--- src/rtl/dma_seq_pkg.sv ---
package dma_seq_pkg;
  typedef enum logic {
    ST_IDLE = 1'b0,
    ST_BUSY = 1'b1
  } seq_state_e;
endpackage

--- src/rtl/dma_addr_gen.sv ---
module dma_addr_gen #(
  parameter int ADDR_W = 32,
  parameter int OFF_W  = 16,
  parameter int SMOD_W = 5
) (
  input  logic              clk_i,
  input  logic              rst_ni,
  input  logic              load_i,
  input  logic [ADDR_W-1:0] base_i,
  input  logic [OFF_W-1:0]  soff_i,
  input  logic [SMOD_W-1:0] smod_i,
  input  logic              adv_i,
  output logic [ADDR_W-1:0] addr_o
);
  localparam logic [ADDR_W-1:0] ONE = {{(ADDR_W-1){1'b0}}, 1'b1};

  logic [ADDR_W-1:0] addr_q, mask, sum, soff_ext, addr_nxt;
  logic [OFF_W-1:0]  soff_q;
  logic [SMOD_W-1:0] smod_q;

  assign soff_ext = {{(ADDR_W-OFF_W){soff_q[OFF_W-1]}}, soff_q};
  assign mask     = (smod_q == '0) ? '1 : ((ONE << smod_q) - ONE);
  assign sum      = addr_q + soff_ext;
  // upper bits frozen, low window bits wrap
  assign addr_nxt = (addr_q & ~mask) | (sum & mask);

  always_ff @(posedge clk_i or negedge rst_ni) begin
    if (!rst_ni) begin
      addr_q <= '0;
      soff_q <= '0;
      smod_q <= '0;
    end else if (load_i) begin
      addr_q <= base_i;
      soff_q <= soff_i;
      smod_q <= smod_i;
    end else if (adv_i) begin
      addr_q <= addr_nxt;
    end
  end

  assign addr_o = addr_q;

  AST_UPPER_FIXED: assert property (@(posedge clk_i) disable iff (!rst_ni)
    (adv_i && !load_i && smod_q != '0) |=> ((addr_q & ~mask) == ($past(addr_q) & ~$past(mask))));
  AST_FULL_INC: assert property (@(posedge clk_i) disable iff (!rst_ni)
    (adv_i && !load_i && smod_q == '0) |=> (addr_q == $past(addr_q) + $past(soff_ext)));
endmodule

--- src/rtl/dma_loop_ctrl.sv ---
module dma_loop_ctrl
  import dma_seq_pkg::*;
#(
  parameter int NB_W    = 12,
  parameter int CITER_W = 15
) (
  input  logic               clk_i,
  input  logic               rst_ni,
  input  logic               load_i,
  input  logic [NB_W-1:0]    nbytes_i,
  input  logic [CITER_W-1:0] nmajor_i,
  input  logic               req_i,
  output logic               rd_en_o,
  output logic               major_end_o
);
  seq_state_e         state_q;
  logic               pend_q;
  logic [NB_W-1:0]    words_q, nwords_q, nb_words;
  logic [CITER_W-1:0] citer_q, nmajor_q;
  logic               busy, start, last;

  assign nb_words = nbytes_i >> 2;
  assign busy     = (state_q == ST_BUSY);
  assign start    = (state_q == ST_IDLE) && (pend_q || req_i) && (nwords_q != '0);
  assign last     = busy && (words_q == {{(NB_W-1){1'b0}}, 1'b1});

  always_ff @(posedge clk_i or negedge rst_ni) begin
    if (!rst_ni) begin
      state_q  <= ST_IDLE;
      pend_q   <= 1'b0;
      words_q  <= '0;
      nwords_q <= '0;
      nmajor_q <= '0;
      citer_q  <= '0;
    end else if (load_i) begin
      state_q  <= ST_IDLE;
      pend_q   <= 1'b0;
      words_q  <= '0;
      nwords_q <= nb_words;
      nmajor_q <= nmajor_i;
      citer_q  <= nmajor_i;
    end else begin
      if (start) begin
        state_q <= ST_BUSY;
        words_q <= nwords_q;
      end else if (busy) begin
        words_q <= words_q - 1'b1;
        if (last) state_q <= ST_IDLE;
      end
      // one held request; extra ones merge into it
      if (busy && req_i) pend_q <= 1'b1;
      else if (start)    pend_q <= 1'b0;
      if (last) citer_q <= (citer_q <= 1) ? nmajor_q : citer_q - 1'b1;
    end
  end

  assign rd_en_o     = busy;
  assign major_end_o = last && (citer_q <= 1);

  AST_WORDS_RANGE: assert property (@(posedge clk_i) disable iff (!rst_ni)
    busy |-> (words_q != '0 && words_q <= nwords_q));
  AST_PEND_SERVED: assert property (@(posedge clk_i) disable iff (!rst_ni)
    (pend_q && state_q == ST_IDLE && !load_i && nwords_q != '0) |=> (state_q == ST_BUSY));
endmodule

--- src/rtl/modulo_dma_seq.sv ---
module modulo_dma_seq #(
  parameter int ADDR_W  = 32,
  parameter int DATA_W  = 32,
  parameter int OFF_W   = 16,
  parameter int NB_W    = 12,
  parameter int CITER_W = 15,
  localparam int SMOD_W = $clog2(ADDR_W)
) (
  input  logic               clk_i,
  input  logic               rst_ni,
  input  logic               load_i,
  input  logic [ADDR_W-1:0]  cfg_src_i,
  input  logic [ADDR_W-1:0]  cfg_dst_i,
  input  logic [OFF_W-1:0]   cfg_soff_i,
  input  logic [SMOD_W-1:0]  cfg_smod_i,
  input  logic [NB_W-1:0]    cfg_nbytes_i,
  input  logic [CITER_W-1:0] cfg_nmajor_i,
  input  logic               req_i,
  output logic               rd_en_o,
  output logic [ADDR_W-1:0]  rd_addr_o,
  input  logic [DATA_W-1:0]  rd_data_i,
  output logic               wr_en_o,
  output logic [ADDR_W-1:0]  wr_addr_o,
  output logic [DATA_W-1:0]  wr_data_o,
  output logic               done_o
);
  logic              rd_en, major_end;
  logic              wr_en_q, done_q;
  logic [ADDR_W-1:0] dst_q;

  dma_loop_ctrl #(
    .NB_W    (NB_W),
    .CITER_W (CITER_W)
  ) u_ctrl (
    .clk_i       (clk_i),
    .rst_ni      (rst_ni),
    .load_i      (load_i),
    .nbytes_i    (cfg_nbytes_i),
    .nmajor_i    (cfg_nmajor_i),
    .req_i       (req_i),
    .rd_en_o     (rd_en),
    .major_end_o (major_end)
  );

  dma_addr_gen #(
    .ADDR_W (ADDR_W),
    .OFF_W  (OFF_W),
    .SMOD_W (SMOD_W)
  ) u_src (
    .clk_i  (clk_i),
    .rst_ni (rst_ni),
    .load_i (load_i),
    .base_i (cfg_src_i),
    .soff_i (cfg_soff_i),
    .smod_i (cfg_smod_i),
    .adv_i  (rd_en),
    .addr_o (rd_addr_o)
  );

  // write stage: data returns one cycle after the read
  always_ff @(posedge clk_i or negedge rst_ni) begin
    if (!rst_ni) begin
      wr_en_q <= 1'b0;
      done_q  <= 1'b0;
      dst_q   <= '0;
    end else begin
      wr_en_q <= rd_en;
      done_q  <= major_end;
      if (load_i) dst_q <= cfg_dst_i;
    end
  end

  assign rd_en_o   = rd_en;
  assign wr_en_o   = wr_en_q;
  assign wr_addr_o = dst_q;
  assign wr_data_o = rd_data_i;
  assign done_o    = done_q;

  AST_DONE_PULSE: assert property (@(posedge clk_i) disable iff (!rst_ni)
    done_o |=> !done_o);
  AST_DONE_ON_WR: assert property (@(posedge clk_i) disable iff (!rst_ni)
    done_o |-> wr_en_o);
  AST_DST_FIXED: assert property (@(posedge clk_i) disable iff (!rst_ni)
    (wr_en_o && $past(wr_en_o) && !$past(load_i)) |-> $stable(wr_addr_o));
endmodule

--- config.mk ---
export PLATFORM = sky130hd
export DESIGN_NAME = modulo_dma_seq
export DESIGN_NICKNAME = d
export VERILOG_FILES = /design/src/rtl/dma_seq_pkg.sv /design/src/rtl/dma_addr_gen.sv /design/src/rtl/dma_loop_ctrl.sv /design/src/rtl/modulo_dma_seq.sv
export SDC_FILE = /design/constraint.sdc
export NUM_CORES = 1
export LEC_CHECK = 0
export BUFFER_PORTS_ARGS = -buffer_cell sky130_fd_sc_hd__clkbuf_2
export CAP_MARGIN = 5
export CORE_ASPECT_RATIO = 0.9
export CORE_MARGIN = 1
export CORE_UTILIZATION = 25
export CTS_CLUSTER_SIZE = 20
export DETAILED_ROUTE_END_ITERATION = 10
export GPL_TIMING_DRIVEN = 0
export PLACE_DENSITY = 0.54
export SYNTH_ARGS = -nofsm -noshare
export SYNTH_HDL_FRONTEND = slang
export SYNTH_HIERARCHICAL = 1
export SYNTH_SLANG_ARGS = --single-unit
export TNS_END_PERCENT = 5
--- constraint.sdc ---
create_clock -name clk_i -period 7.84 [get_ports clk_i]
set_clock_uncertainty 0.1 [all_clocks]
set_input_delay 2.352 -clock clk_i [delete_from_list [all_inputs] [get_ports clk_i]]
set_output_delay 2.352 -clock clk_i [all_outputs]
set_load 0.02 [all_outputs]
After elaboration in Yosys (flattened, before gate mapping)
Index checks and enable logic that the tools add are counted.
{ "word_totals": {"reg_bits": 141, "inputBits": 148, "out_inout_bits": 99, "wordCells": 52} }
{ "classes": {"n_addsub": 4, "magnitude_cmp": 1, "eq_ne": 1, "n_shift": 1, "muxes": 16, "bitwise_logic": 5, "n_reduce_logical": 12} }
{ "ops": {"columns": ["operator", "count"], "rows": [
  ["$mux W32", 3],
  ["$and A32 B32 Y32", 2],
  ["$mux W15", 3],
  ["$mux W12", 3],
  ["$add A32 B32 Y32", 1],
  ["$not A32 Y32", 1],
  ["$or A32 B32 Y32", 1],
  ["$shl A1 B5 Y32 const A", 1],
  ["$sub A32 B1 Y32 const B", 1],
  ["$le A15 B1 Y1 const B", 1],
  ["$sub A15 B1 Y15 const B", 1],
  ["$eq A12 B1 Y1 const B", 1],
  ["$reduce_bool A12 Y1", 1],
  ["$sub A12 B1 Y12 const B", 1],
  ["$mux W1", 7],
  ["$reduce_bool A3 Y1", 2],
  ["$logic_and A1 B1 Y1", 5],
  ["$logic_not A5 Y1", 1],
  ["$reduce_bool A2 Y1", 2],
  ["$logic_or A1 B1 Y1", 1],
  ["$not A1 Y1", 1]
]} }

Logic depth before layout (Yosys ltp)
{ "logic_depth": {"ltp_word": 8, "ltp_mapped": 14, "mapped_depth_nobuf": 13} }

By module
Netlist, hierarchy kept.
{ "by_module_without_submodules": {"columns": ["module", "instances", "cells_each", "area_per_inst_um2", "seq_area_each_um2"], "rows": [
  ["dma_addr_gen", 1, 546, 4508.1, 1326.3],
  ["dma_loop_ctrl", 1, 299, 2972.9, 1351.3],
  ["modulo_dma_seq", 1, 102, 1635.3, 850.8]
]} }

Worst setup path after synthesis
OpenSTA, ideal clock, no wires.
{ "synth_timing": {"kind": "input to output", "from": "input port rd_data_i[0]", "to": "output port wr_data_o[0]", "t_arrival_ns": 2.486, "path_slack_ns": 2.902, "cell_stages": 1, "cell_sequence": "buf_4"} }
{ "synth_rtl": {"columns": ["item", "line", "source"], "rows": [
  ["start, declared", "modulo_dma_seq.sv:21", "input logic [DATA_W-1:0] rd_data_i,"],
  ["end, declared", "modulo_dma_seq.sv:24", "output logic [DATA_W-1:0] wr_data_o,"]
]} }
No word-level cell between the ends.

Final worst setup path
{ "layout_timing": {"from": "input port rd_data_i[27]", "to": "output port wr_data_o[27]"} }
No word-level cell between the ends.

==> flow_metrics.py <==
metrics = {
    "outcome": {
        "outcome": "completed",
    },
    "clock_network": {
        "cts_buffers": 17,
        "clk_pin_slew_ns": 0.06,
        "tritoncts": "done",
        "cts.sinks": 141,
        "cts_hold_buf": 0,
        "ctsLongestPathBuffers": 2,
        "cts_resized": 0,
        "post_cts_buffers": 0,
        "h-tree-depth": 4,
        "insertion_delay_ns": 0.44,
        "cts_root_buf": "clkbuf_16",
    },
    "logic_synthesis": {
        "syn_area_um2": 9120,
        "yosys_warnings": 6,
        "synth_edf_count": 0,
        "seq_area_frac_synth": 0.387,
        "ys.flop_type": "dfrtp_1",
        "synthCells": 947,
        "async_flop_share": 1.00,
        "avgSynthCellArea_um2": 9.63,
        "ys_ff_latch": 141,
        "ys_types": 80,
        "synth_nets": 1132,
    },
    "global_route": {
        "gr-total-overflow": 0,
        "grt_pass1_vias": 7815,
        "antenna_found_initial": 2,
        "grtUsageMet2": 0.248,
        "grt_use_met1": 0.210,
        "track_usage": 0.156,
        "grt_busiest_layer": "met2",
        "grt_pass1_wl_um": 44700,
        "use_met3": 0.0368,
        "grt_max_degree": 78,
    },
    "final_layout": {
        "fillers": 3755,
        "layout.nets": 1363,
        "register_area_um2": 3530,
        "drive_above_1_share": 0.322,
        "final_cell_area_um2": 11400,
        "syn_to_final_growth_pct": 24.8,
        "multi_input_area_um2": 4970,
        "fin_util": 0.321,
        "finalNonFillerCells": 1661,
    },
    "flow_run": {
        "cap_violations": 0,
    },
    "power": {
        "sw_frac_of_total": 0.364,
        "p_per_area_nw_per_um2": 219,
        "ir_worst_vdd_mv": 0.134,
        "p_total_mw": 2.49,
        "p_int_mw": 1.58,
        "power_frac_seq": 0.354,
        "leakage_nw": 5.15,
        "power.switching_mw": 0.906,
        "clkPwrFrac": 0.330,
        "power_frac_comb": 0.316,
    },
    "route": {
        "first_pass_iters": 6,
        "routed_wl_um": 29000,
        "first_iter_violations": 686,
        "routed_via_density": 4.91,
        "wl_per_cell_um": 17.5,
        "detail-route-antenna-nets": 0,
        "vias": 8148,
        "route.detailed.drc": 0,
    },
    "worst_hold_path": {
        "hold_class": "reg2reg",
        "hp-start": "wr_addr_o[31]$_DFFE_PN0P_",
        "hold_end": "wr_addr_o[31]$_DFFE_PN0P_",
        "min_path_cells": 1,
    },
    "timing": {
        "final_hold_viol_count": 0,
        "max_freq_mhz": 198,
        "min_period_ns": 5.05,
        "setup_viol": 0,
        "fin_crit_sh": 0.645,
        "tightest_slew_ns": 0.825,
        "rsz0062_at_grt": "no",
        "maxSlewViolCount": 0,
        "slew_headroom": 0.446,
        "final.setup.tns_ns": 0,
    },
    "placement": {
        "numPortBuffers": 211,
        "place_congestion": 0.933,
        "detailed_place_hpwl_um": 21700,
        "dp.cells": 1628,
        "place_area_um2": 10800,
    },
    "setup_path": {
        "cp_num_buf_inv": 2,
        "critPathCaptureType": "output port",
        "rrSetupSlack_ns": 4.12,
        "worst-r2r-cell-count": 12,
        "slowest_delay_ns": 0.14,
        "r2r_start": "u_src/smod_q[2]$_DFFE_PN0P_",
        "crit_arrival_ns": 2.60,
        "slowest_stage": "clkbuf_2",
        "critPathMaxFanout": 1,
        "path_cells": "buf_4 > clkbuf_2",
        "critical_path_class": "in2out",
        "required_ns": 5.39,
        "start_kind": "primary input",
        "path_delay_family": "buffers and inverters",
    },
    "floorplan": {
        "num_rows": 65,
        "initial_utilization": 0.257,
        "dieArea_um2": 37200,
        "core-area_um2": 35500,
        "fp.dieW_um": 203,
        "ios": 247,
        "dieHeight_um": 183,
    },
}
-- synth_stat cells, types with 4 or more instances --
cell type / number / share of area
dfrtp_1: 141 / 0.39
o21ai_0: 75 / 0.041
inv_1: 26 / 0.011
buf_4: 32 / 0.026
mux2_2: 41 / 0.051
ha_1: 36 / 0.049
xnor2_1: 19 / 0.018
nand2_1: 83 / 0.034
nand3_1: 26 / 0.014
o21a_1: 9 / 0.0074
o221ai_1: 4 / 0.0038
o211ai_1: 18 / 0.015
a21oi_1: 58 / 0.032
a21o_1: 14 / 0.012
and2_1: 12 / 0.0082
clkbuf_1: 39 / 0.016
xor2_1: 13 / 0.012
nand3b_1: 6 / 0.0049
and3_1: 6 / 0.0041
o31a_1: 4 / 0.0038
nor4_1: 8 / 0.0055
nand4_1: 8 / 0.0055
or4_1: 5 / 0.0041
a211oi_1: 13 / 0.011
nand2b_1: 11 / 0.0075
nor2b_1: 9 / 0.0062
or3_1: 10 / 0.0069
o31ai_1: 9 / 0.0074
nor2_1: 48 / 0.020
mux2i_1: 15 / 0.016
nor3_1: 25 / 0.014
o21bai_1: 5 / 0.0041
mux2_4: 30 / 0.049
a31oi_1: 13 / 0.0089
-- how the worst max path moves through the flow --
stage / start / to / slack (ns) / cells after the start
6_report: rd_data_i[27] / wr_data_o[27] / 2.79 / 2
5_1_grt: rd_data_i[8] / wr_data_o[8] / 2.77 / 2
4_1_cts: rd_data_i[27] / wr_data_o[27] / 2.78 / 2
3_5_place_dp: rd_data_i[27] / wr_data_o[27] / 2.78 / 2
3_3_place_gp: rst_ni / u_ctrl/nwords_q[9]$_DFFE_PN0P_ / 1.54 / 1
2_1_floorplan: rd_data_i[0] / wr_data_o[0] / 2.90 / 1
-- metal layers --
layer,part of all wire,up-vias
met4,0.013,2
met1,0.45,3952
met5,0.00045,-
li1,-,3890
met3,0.067,21
met2,0.47,283
-- metrics by stage --
stage	setup WS (ns)	hold WS [ns]
2_1_floorplan	2.90	0.375
3_3_place_gp	1.54	0.393
3_5_place_dp	2.78	0.395
4_1_cts	2.78	0.415
5_1_grt	2.77	0.431
6_report	2.79	0.408
-- placed cells by master, fill, tap and decap left out, types with 32 or more instances in the layout --
| cell type | netlist | layout |
|---|---|---|
| dfrtp_1 | 141 | 141 |
| nand2_1 | 83 | 83 |
| buf_4 | 32 | 32 |
| nor2_1 | 48 | 48 |
| mux2_2 | 41 | 41 |
| clkbuf_2 | 2 | 212 |
| a21oi_1 | 58 | 58 |
| clkbuf_1 | 39 | 39 |
| ha_1 | 36 | 36 |
| o21ai_0 | 75 | 75 |
-- cell families (layout without fill, tap and decap cells) --
logic type      after synthesis  count (layout)  synth area share
mux                          86              86             0.117
buf+inv                     111             355            0.0674
other cells                   0               1                 0
fa+ha+maj                    37              37            0.0516
flops                       141             141             0.387
compound gates              257             257             0.184
simple gates                283             283             0.162
xor+xnor                     32              32            0.0307
-- power groups by stage --
stage	Clock, mW	Combinational (mW)	Sequential [mW]
floorplan	0	0.507	0.923
global placement	0	0.773	0.894
detailed placement	0	0.782	0.895
CTS	0.856	0.785	0.882
global route	0.885	0.860	0.894
finish	0.822	0.786	0.882
-- cell type report --
type,count,share of cell area
multi-input combinational,695,0.437
sequential,141,0.310
timing repair buffer,212,0.0960
tap,469,0.0516
buffer,84,0.0451
clock buffer,17,0.0374
clock inverter,15,0.0133
inverter,27,0.00891
antenna,1,0.000220
No activity file was read; power rests on OpenSTA's default activity.
